<file path="src/rtl/alu_pkg.sv">
package alu_pkg;

    typedef enum logic [3:0] {
        OP_PASS_A = 4'h0,
        OP_PASS_B = 4'h1,
        OP_INV_A  = 4'h2,
        OP_INV_B  = 4'h3,
        OP_ADD    = 4'h4,
        OP_ADC    = 4'h5,
        OP_SUB    = 4'h6,
        OP_AND    = 4'h7,
        OP_OR     = 4'h8,
        OP_XOR    = 4'h9,
        OP_SHL    = 4'hA,
        OP_SHR    = 4'hB,
        OP_SAL    = 4'hC,
        OP_SAR    = 4'hD,
        OP_ROL    = 4'hE,
        OP_ROR    = 4'hF
    } alu_op_e;

    typedef struct packed {
        logic z;
        logic c;
        logic n;
        logic o;
    } flag_t;

    // Which flags a given operation is allowed to write.
    function automatic flag_t write_mask(alu_op_e code);
        flag_t m;
        m = '{z: 1'b1, c: 1'b0, n: 1'b1, o: 1'b0};
        case (code)
            OP_ADD, OP_ADC, OP_SUB, OP_SAL: begin
                m.c = 1'b1;
                m.o = 1'b1;
            end
            OP_SHL, OP_SHR, OP_SAR: m.c = 1'b1;
            default: ;
        endcase
        return m;
    endfunction

    function automatic logic is_adder_op(alu_op_e code);
        return (code == OP_ADD) || (code == OP_ADC) || (code == OP_SUB);
    endfunction

endpackage

</file>
<file path="src/rtl/alu_adder.sv">
module alu_adder #(
    parameter int W = 8
) (
    input  logic [W-1:0] opa,
    input  logic [W-1:0] opb,
    input  logic         subtract,
    input  logic         use_cin,
    input  logic         cin,
    output logic [W-1:0] sum,
    output logic         cout,
    output logic         ovf
);
    logic [W-1:0] b_eff;
    logic         c_eff;
    logic [W:0]   wide;

    always_comb begin
        b_eff = subtract ? ~opb : opb;
        c_eff = subtract ? 1'b1 : (use_cin & cin);
        wide  = {1'b0, opa} + {1'b0, b_eff} + {{W{1'b0}}, c_eff};
        sum   = wide[W-1:0];
        cout  = wide[W];
        ovf   = (opa[W-1] == b_eff[W-1]) && (sum[W-1] != opa[W-1]);
    end
endmodule

</file>
<file path="src/rtl/alu_shifter.sv">
module alu_shifter #(
    parameter int W = 8
) (
    input  alu_pkg::alu_op_e code,
    input  logic [W-1:0]     src,
    output logic [W-1:0]     res,
    output logic             cout,
    output logic             ovf
);
    import alu_pkg::*;

    always_comb begin
        res  = src;
        cout = 1'b0;
        ovf  = 1'b0;
        case (code)
            OP_SHL, OP_SAL: begin
                res  = {src[W-2:0], 1'b0};
                cout = src[W-1];
                ovf  = src[W-1] ^ src[W-2];
            end
            OP_SHR: begin
                res  = {1'b0, src[W-1:1]};
                cout = src[0];
            end
            OP_SAR: begin
                res  = {src[W-1], src[W-1:1]};
                cout = src[0];
            end
            OP_ROL: res = {src[W-2:0], src[W-1]};
            OP_ROR: res = {src[0], src[W-1:1]};
            default: ;
        endcase
    end
endmodule

</file>
<file path="src/rtl/alu_flag_reg.sv">
module alu_flag_reg (
    input  logic          clk,
    input  logic          rst,
    input  logic          upd,
    input  alu_pkg::flag_t mask,
    input  alu_pkg::flag_t next,
    output alu_pkg::flag_t held
);
    import alu_pkg::*;

    always_ff @(posedge clk) begin
        if (rst) begin
            held <= '0;
        end else if (upd) begin
            held <= flag_t'((4'(mask) & 4'(next)) | (~4'(mask) & 4'(held)));
        end
    end
endmodule

</file>
<file path="src/rtl/alu_flag_unit.sv">
module alu_flag_unit #(
    parameter int W = 8
) (
    input  logic         clk,
    input  logic         rst,
    input  logic         flag_en,
    input  logic [3:0]   op,
    input  logic [W-1:0] a,
    input  logic [W-1:0] b,
    output logic [W-1:0] result,
    output logic         flag_z,
    output logic         flag_c,
    output logic         flag_n,
    output logic         flag_o
);
    import alu_pkg::*;

    alu_op_e      code;
    logic [W-1:0] add_sum, sh_res;
    logic         add_c, add_o, sh_c, sh_o;
    flag_t        held, next, mask;

    assign code = alu_op_e'(op);

    alu_adder #(.W(W)) u_add (
        .opa(a), .opb(b),
        .subtract(code == OP_SUB),
        .use_cin(code == OP_ADC),
        .cin(held.c),
        .sum(add_sum), .cout(add_c), .ovf(add_o)
    );

    alu_shifter #(.W(W)) u_shift (
        .code(code), .src(a),
        .res(sh_res), .cout(sh_c), .ovf(sh_o)
    );

    always_comb begin
        case (code)
            OP_PASS_A: result = a;
            OP_PASS_B: result = b;
            OP_INV_A:  result = ~a;
            OP_INV_B:  result = ~b;
            OP_AND:    result = a & b;
            OP_OR:     result = a | b;
            OP_XOR:    result = a ^ b;
            OP_ADD, OP_ADC, OP_SUB: result = add_sum;
            default:   result = sh_res;
        endcase
    end

    always_comb begin
        next.z = (result == '0);
        next.n = result[W-1];
        next.c = is_adder_op(code) ? add_c : sh_c;
        next.o = is_adder_op(code) ? add_o : sh_o;
        mask   = write_mask(code);
    end

    alu_flag_reg u_flags (
        .clk(clk), .rst(rst), .upd(flag_en),
        .mask(mask), .next(next), .held(held)
    );

    assign flag_z = held.z;
    assign flag_c = held.c;
    assign flag_n = held.n;
    assign flag_o = held.o;
endmodule

</file>
<file path="config.mk">
export PLATFORM = sky130hd
export DESIGN_NAME = alu_flag_unit
export DESIGN_NICKNAME = d
export VERILOG_FILES = /design/src/rtl/alu_pkg.sv /design/src/rtl/alu_adder.sv /design/src/rtl/alu_shifter.sv /design/src/rtl/alu_flag_reg.sv /design/src/rtl/alu_flag_unit.sv
export SDC_FILE = /design/constraint.sdc
export NUM_CORES = 1
export LEC_CHECK = 0
export CAP_MARGIN = 20
export CORE_MARGIN = 5
export CORE_UTILIZATION = 50
export CTS_BUF_LIST = sky130_fd_sc_hd__clkbuf_16
export CTS_CLUSTER_DIAMETER = 100
export DETAILED_ROUTE_END_ITERATION = 8
export GPL_TIMING_DRIVEN = 0
export MAX_ROUTING_LAYER = met4
export PLACE_DENSITY = 0.8
export SLEW_MARGIN = 0
export SYNTH_ARGS = -nofsm -noshare
export SYNTH_HDL_FRONTEND = slang
export SYNTH_SLANG_ARGS = --single-unit
</file>
<file path="constraint.sdc">
create_clock -name clk -period 8 [get_ports clk]
set_input_delay 1.6 -clock clk [delete_from_list [all_inputs] [get_ports clk]]
set_output_delay 1.6 -clock clk [all_outputs]
set_load 0.01 [all_outputs]
</file>
==> results of run 1 <==
per-stage QoR:
stage,power (uW),utilization
final,235,0.658
after global routing,252,0.658
after CTS,235,0.658
after detailed placement,154,0.636
after global placement,153,0.636
after floorplan,106,-
per-layer routing:
metal  share of wire  GRT usage
met3           0.084     0.0333
met2            0.45      0.339
met1            0.45      0.326
met4           0.015     0.0781
met5               0          -
cells by family (layout without fill, tap and decap cells):
kind of cell / count (synthesis) / after routing / synth area share
buffers and inverters: 33 / 69 / 0.0935
adder cells (fa/ha/maj): 25 / 25 / 0.186
AND/OR/NAND/NOR: 91 / 91 / 0.256
XOR/XNOR: 19 / 19 / 0.0942
flip-flops: 4 / 4 / 0.0453
AO/OA/AOI/OAI: 70 / 70 / 0.266
multiplexers: 10 / 10 / 0.0595
path summary, 6_finish.rpt:
path / from / endpoint / slack, ns / cells after the start
setup / recovery: op[2] / result[7] / 0.39 / 12
setup reg to reg: flop / u_flags.held[3] / 4.68 / 11
hold / removal: u_flags.held[3] / u_flags.held[3] / 0.45 / 2
hold reg to reg: u_flags.held[3] / u_flags.held[3] / 0.45 / 2
report_power, final:
part | internal, uW | switching (uW) | total (uW)
registers | 20.9 | 0.539 | 21.5
clock network | 63.9 | 14.3 | 78.2
logic | 63.6 | 71.4 | 135
tightest hold or removal path, delay by kind of cell, from the launching register on:
family | cells | cell delay [ns]
compound gates | 1 | 0.05
flops | 1 | 0.30
simple gates | 1 | 0.05
layout make-up:
| cell class | count | area [um^2] |
|---|---|---|
| repair buffers | 33 | 330 |
| plain buffers | 15 | 97.6 |
| well taps | 46 | 57.6 |
| fillers | 307 | 1160 |
| flip-flops and latches | 4 | 80.1 |
| inverters | 18 | 67.6 |
| multi-input cells | 215 | 1520 |
| clock buffers | 3 | 75.1 |
placed cells by master, fill, tap and decap left out, types with 2 or more instances in the layout:
| cell type | instances |
|---|---|
| nand4_1 | 3 |
| nor3b_1 | 3 |
| nand2b_1 | 6 |
| nor2b_1 | 6 |
| o21ai_1 | 2 |
| clkbuf_16 | 3 |
| or3_1 | 3 |
| buf_6 | 3 |
| nor3_1 | 6 |
| ha_1 | 23 |
| inv_1 | 17 |
| a221oi_1 | 2 |
| a32o_1 | 2 |
| a2bb2oi_1 | 2 |
| o2bb2ai_1 | 2 |
| xor2_1 | 6 |
| a21o_1 | 2 |
| a31oi_1 | 3 |
| o21ai_0 | 10 |
| a21oi_1 | 19 |
| nand3_1 | 9 |
| clkdlybuf4s50_1 | 33 |
| nand3b_1 | 2 |
| nand2_1 | 19 |
| o211ai_1 | 4 |
| or4_1 | 2 |
| dfxtp_1 | 4 |
| nor2_1 | 26 |
| fa_1 | 2 |
| xnor2_1 | 13 |
| o22ai_1 | 5 |
| buf_4 | 3 |
| buf_2 | 6 |
| buf_1 | 2 |
| o21a_1 | 2 |
| and3_1 | 2 |
| a211oi_1 | 4 |
| mux2i_1 | 9 |
==> out/qor.yml, run 1 <==
worst_setup_path:
  crit_fanout: 8
  crit_chain: "clkdlybuf4s50_1 -> nand2b_1 -> nor2_1 -> xnor2_1 -> ha_1 -> a211oi_1 -> nor3b_1 -> o22ai_1 -> o311a_1 -> a21oi_1 -> buf_4 -> clkdlybuf4s50_1"
  cp.required_ns: 6.40
  start_kind: "input pin"
  critical_path_buf_inv_count: 3
  crit_slowest_cell: "nor2_1"
  critical_path.most_common_cell: "clkdlybuf4s50_1"
  crit_type: "in -> out"
  arrival_ns: 6.01
  cp_top_family: "simple AND/OR/NAND/NOR gates"
  cp_slowest_stage_delay_ns: 0.83
  crit_path_end_kind: "output port"
placement:
  hpwl_mm: 4.16
  routabilityCongestion: 0.937
  dpl_cell_area_um2: 2150
  dp_slack_ns: 0.424
  dp.cells: 331
  port_buffers: 33
clocking:
  cts_tree: "yes"
  clk_pin_slew_ns: 0.03
  clock-sinks: 4
  cts_resized: 0
  clock_latency_ns: 0.23
  post_cts_buffers: 0
  cts_hold_buf: 0
  htreeDepth: 1
  clock_path_buffers: 2
  cts-buffers-inserted: 3
  cts-root-buf: "clkbuf_16"
sta:
  worst_pin_slew_ns: 1.00
  setup-violations-final: 0
  slew_headroom: 0.328
  finalSetupTns_ns: 0
  fin_crit_ns: 7.61
  hold_viol_final: 0
  rsz0062_at_grt: "no"
  finalCritPeriodShare: 0.951
  fin_ws_ns: 0.391
  timing.fmax_ghz: 0.131
  slew_violations: 0
  whs_ns: 0.455
  finalClockSkew_ns: 0.00156
routing:
  drtIter0Drc: 260
  drcViolationCount: 0
  vias_per_cell: 5.99
  ant_nets: 0
  wl_per_cell_um: 16.2
  first_pass_iters: 5
  vias: 2001
  wl_mm: 5.41
hold_path:
  holdCritPathClass: "reg -> reg"
global_route:
  grt_overflow: 0
  grt_pass1_wl_mm: 9.05
  grt_usage: 0.232
  grt_max_degree: 11
  grt_antenna_before_repair: 0
  grt_pass1_vias: 1873
die:
  num_rows: 21
  dieWidth_um: 69.4
  core_um2: 3390
  die_h_um: 69.4
  boundaryPins: 35
  die-area_um2: 4820
  initial_core_util: 0.521
synthesis:
  synth_area_leaders: "ha_1 16%, xnor2_1 6.4%, nor2_1 5.5%"
  yosys_register_bits: 4
  synth_cells: 252
  synth_common_cells: "26 x nor2_1, 23 x ha_1, 19 x a21oi_1, 19 x nand2_1, 17 x inv_1"
  synth_top_area_cell: "ha_1"
  synth_flop_cell: "dfxtp_1"
  synth_top_area_frac: 0.163
  yosysSeqAreaShare: 0.0453
  yosysMostFrequentCell: "nor2_1"
  netlist_area_um2: 1770
  syn_nets: 300
  async_reset_ff_frac: 0
  ys_types: 54
  yosys_warnings: 0
  syn_area_per_cell_um2: 7.01
  synth_edf_count: 0
pwr:
  power.leakage_uw: 0.000932
  p_per_area_nw_per_um2: 105
  vdd_ir_drop_max_mv: 0.111
finish:
  stdcell_area_um2: 2230
  insertedDiodeCount: 0
  instances_no_fill: 334
  syn_to_final_growth_pct: 26.2
  drive_gt1_frac: 0.0694
  nets: 338
outcome:
  status: "complete, no violations"
job:
  maxCapViolations: 0
Power figures use the tool's default switching activity.
==> inputs of run 2 (changes only) <==
- PLACE_DENSITY: 0.8 -> 0.78
- SYNTH_HIERARCHICAL: default -> 1
==> run 2 against run 1 <==
Compared with the run above: clock skew about the same; critical endpoint unchanged; synthesized area increased by 15%; combinational power increased by 16%; worst hold slack improved by 0.11 ns; non-clock buffer count increased by 3; total power increased by 9.7%.
==> out/qor.yml, run 2 <==
pwr:
  p_per_area_nw_per_um2: 102  # -2.8%
  clkPwrFrac: 0.307  # -0.026
  p_int_uw: 157  # +5.6%
  vdd_ir_drop_max_mv: 0.0827  # -26%
  total_power_uw: 258  # +9.7%
  seq_power_share: 0.082  # -0.009
  switching_power_uw: 101  # +17%
  p_comb_frac: 0.611  # +0.036
  power.leakage_uw: 0.00114  # +22%
  switching_share: 0.391  # +0.0237
finish:
  syn_to_final_growth_pct: 23.5
  drive_gt1_frac: 0.108  # +0.0386
  insertedDiodeCount: 0  # unchanged
  n_fill_cell: 366  # +19%
  nets: 374  # +11%
  layout_commonest_cell: "clkdlybuf4s50_1"
  final_cell_mix: "33 x clkdlybuf4s50_1, 26 x inv_1, 23 x ha_1, 21 x a21oi_1, 20 x nor2_1"
  instances_no_fill: 374  # +12%
clocking:
  htreeDepth: 1  # unchanged
  cts_tree: "yes"
  cts-buffers-inserted: 3  # unchanged
  cts_resized: 0  # unchanged
  clock-sinks: 4  # unchanged
  clock_latency_ns: 0.23  # about the same
  cts_hold_buf: 0  # unchanged
  cts-root-buf: "clkbuf_16"
  clock_path_buffers: 2  # unchanged
  post_cts_buffers: 0  # unchanged
  clk_pin_slew_ns: 0.03  # about the same
worst_setup_path:
  start_kind: "input pin"
  crit_type: "in -> out"
  crit_fanout: 10  # +2
  cp.required_ns: 6.40  # about the same
  arrival_ns: 6.14  # +0.13 ns
  crit_path_end_kind: "output port"
synthesis:
  yosys_warnings: 6  # +6
  yosys_register_bits: 4  # unchanged
  synth_common_cells: "26 x inv_1, 23 x ha_1, 21 x a21oi_1"
  synth_flop_cell: "dfxtp_1"
  async_reset_ff_frac: 0  # unchanged
  ys_types: 63  # +17%
  synth_top_area_cell: "ha_1"
  synth_top_area_frac: 0.141  # -0.0216
  yosysMostFrequentCell: "inv_1"
  netlist_area_um2: 2040  # +15%
  yosysSeqAreaShare: 0.0393  # -0.00601
  syn_area_per_cell_um2: 7.15  # +1.9%
  synth_area_leaders: "ha_1 14%, xor2_1 6.0%, a21oi_1 5.2%"
  synth_cells: 285  # +13%
  synth_edf_count: 0  # unchanged
die:
  boundaryPins: 35  # unchanged
  die_h_um: 73.8  # +6.3%
  num_rows: 23  # +9.5%
  die-area_um2: 5450  # +13%
  core_um2: 3970  # +17%
  dieWidth_um: 73.8  # +6.3%
  initial_core_util: 0.513  # -0.00831
global_route:
  grt_overflow: 0  # unchanged
  grt_usage: 0.248  # +0.0154
  grt_max_degree: 13  # +2
  grt_pass1_wl_mm: 10.5  # +16%
  grt_pass1_vias: 2190  # +17%
  grt_antenna_before_repair: 0  # unchanged
sta:
  timing.fmax_ghz: 0.129  # -1.7%
  slew_headroom: 0.555  # +0.227
  rsz0062_at_grt: "no"
  finalSetupTns_ns: 0  # unchanged
  fin_crit_ns: 7.74  # +0.134 ns
  slew_violations: 0  # unchanged
  hold_viol_final: 0  # unchanged
  worst_pin_slew_ns: 0.663  # -0.341 ns
  finalClockSkew_ns: 0.00135  # -0.000209 ns
  setup-violations-final: 0  # unchanged
  finalCritPeriodShare: 0.968  # +0.0168
placement:
  hpwl_mm: 4.75  # +14%
  routabilityCongestion: 0.953  # +1.7%
  dp.cells: 371  # +12%
  port_buffers: 33  # unchanged
outcome:
  status: "complete, no violations"
routing:
  vias: 2306  # +15%
  wl_per_cell_um: 17.0  # +5.0%
  first_pass_iters: 6  # +1
  drcViolationCount: 0  # unchanged
  drtIter0Drc: 221  # -15%
  wl_mm: 6.37  # +18%
  ant_nets: 0  # unchanged
  vias_per_cell: 6.17  # +2.9%
job:
  maxCapViolations: 0  # unchanged
hold_path:
  holdCritPathClass: "reg -> reg"
==> run 2: path summary, 6_finish.rpt <==
| check | slack, ns | from | cells past startpoint | end |
|---|---|---|---|---|
| worst max-delay path | 0.26 | op[2] | 17 | result[7] |
| worst max register to register | 4.44 | flop | 15 | flop |
| worst min-delay path | 0.57 | flop | 2 | flop |
| worst min register to register | 0.57 | flop | 2 | flop |
==> run 2: worst max-delay path, stage by stage <==
cell	delay, ns
clkdlybuf4s50_1	0.59
buf_2	0.25
buf_6	0.18
nand2b_1	0.10
nor3_1	0.13
buf_2	0.32
xor2_1	0.14
fa_1	0.46
a211o_1	0.30
a21oi_1	0.38
a21oi_2	0.14
xor2_1	0.22
a21oi_1	0.09
a21o_1	0.16
a41oi_1	0.37
buf_4	0.17
clkdlybuf4s50_1	0.52
==> run 2: metal layers <==
layer / vias up / track usage / wire length [um]
met3: 16 / 0.0588 / 623
met4: 0 / 0.0604 / 148
met2: 114 / 0.396 / 3000
met1: 1072 / 0.314 / 2600
met5: - / - / 0
li1: 1104 / - / -
==> run 2: layout make-up <==
type | count | area (um^2) | share of cell area
multi-input cells | 238 | 1710 | 0.681
flip-flops and latches | 4 | 80.1 | 0.0318
well taps | 50 | 62.6 | 0.0249
inverters | 28 | 105 | 0.0418
clock buffers | 3 | 75.1 | 0.0298
repair buffers | 33 | 330 | 0.131
plain buffers | 18 | 150 | 0.0597
==> run 2: logic make-up (layout without fill, tap and decap cells) <==
group           count (synthesis)  after routing  share of synthesized area
buf+inv                        46             82                      0.125
flops                           4              4                     0.0393
other cells                     1              4                    0.00184
mux                            13             13                     0.0676
simple gates                   85             85                      0.216
fa+ha+maj                      25             25                      0.161
compound gates                 94             94                      0.316
xor+xnor                       17             17                     0.0731
==> run 2: power groups by stage <==
stage          Combinational (uW)  Sequential [uW]  Clock [uW]
5_1_grt                       171             21.1        80.9
4_1_cts                       155             21.1        79.4
6_report                      157             21.1        79.2
3_5_place_dp                  154             21.3           0
2_1_floorplan                98.5             21.5           0
3_3_place_gp                  152             21.2           0
==> run 2: through the flow <==
stage                     instance area (um^2)  hold WS [ns]   util  setup slack [ns]
final                                     2520         0.567  0.634             0.257
after global routing                      2520         0.597  0.634            0.0763
after CTS                                 2520         0.571  0.634             0.346
after detailed placement                  2440         0.562  0.615             0.364
after global placement                    2440         0.561  0.615             0.386
after floorplan                           2050         0.586      -              2.03
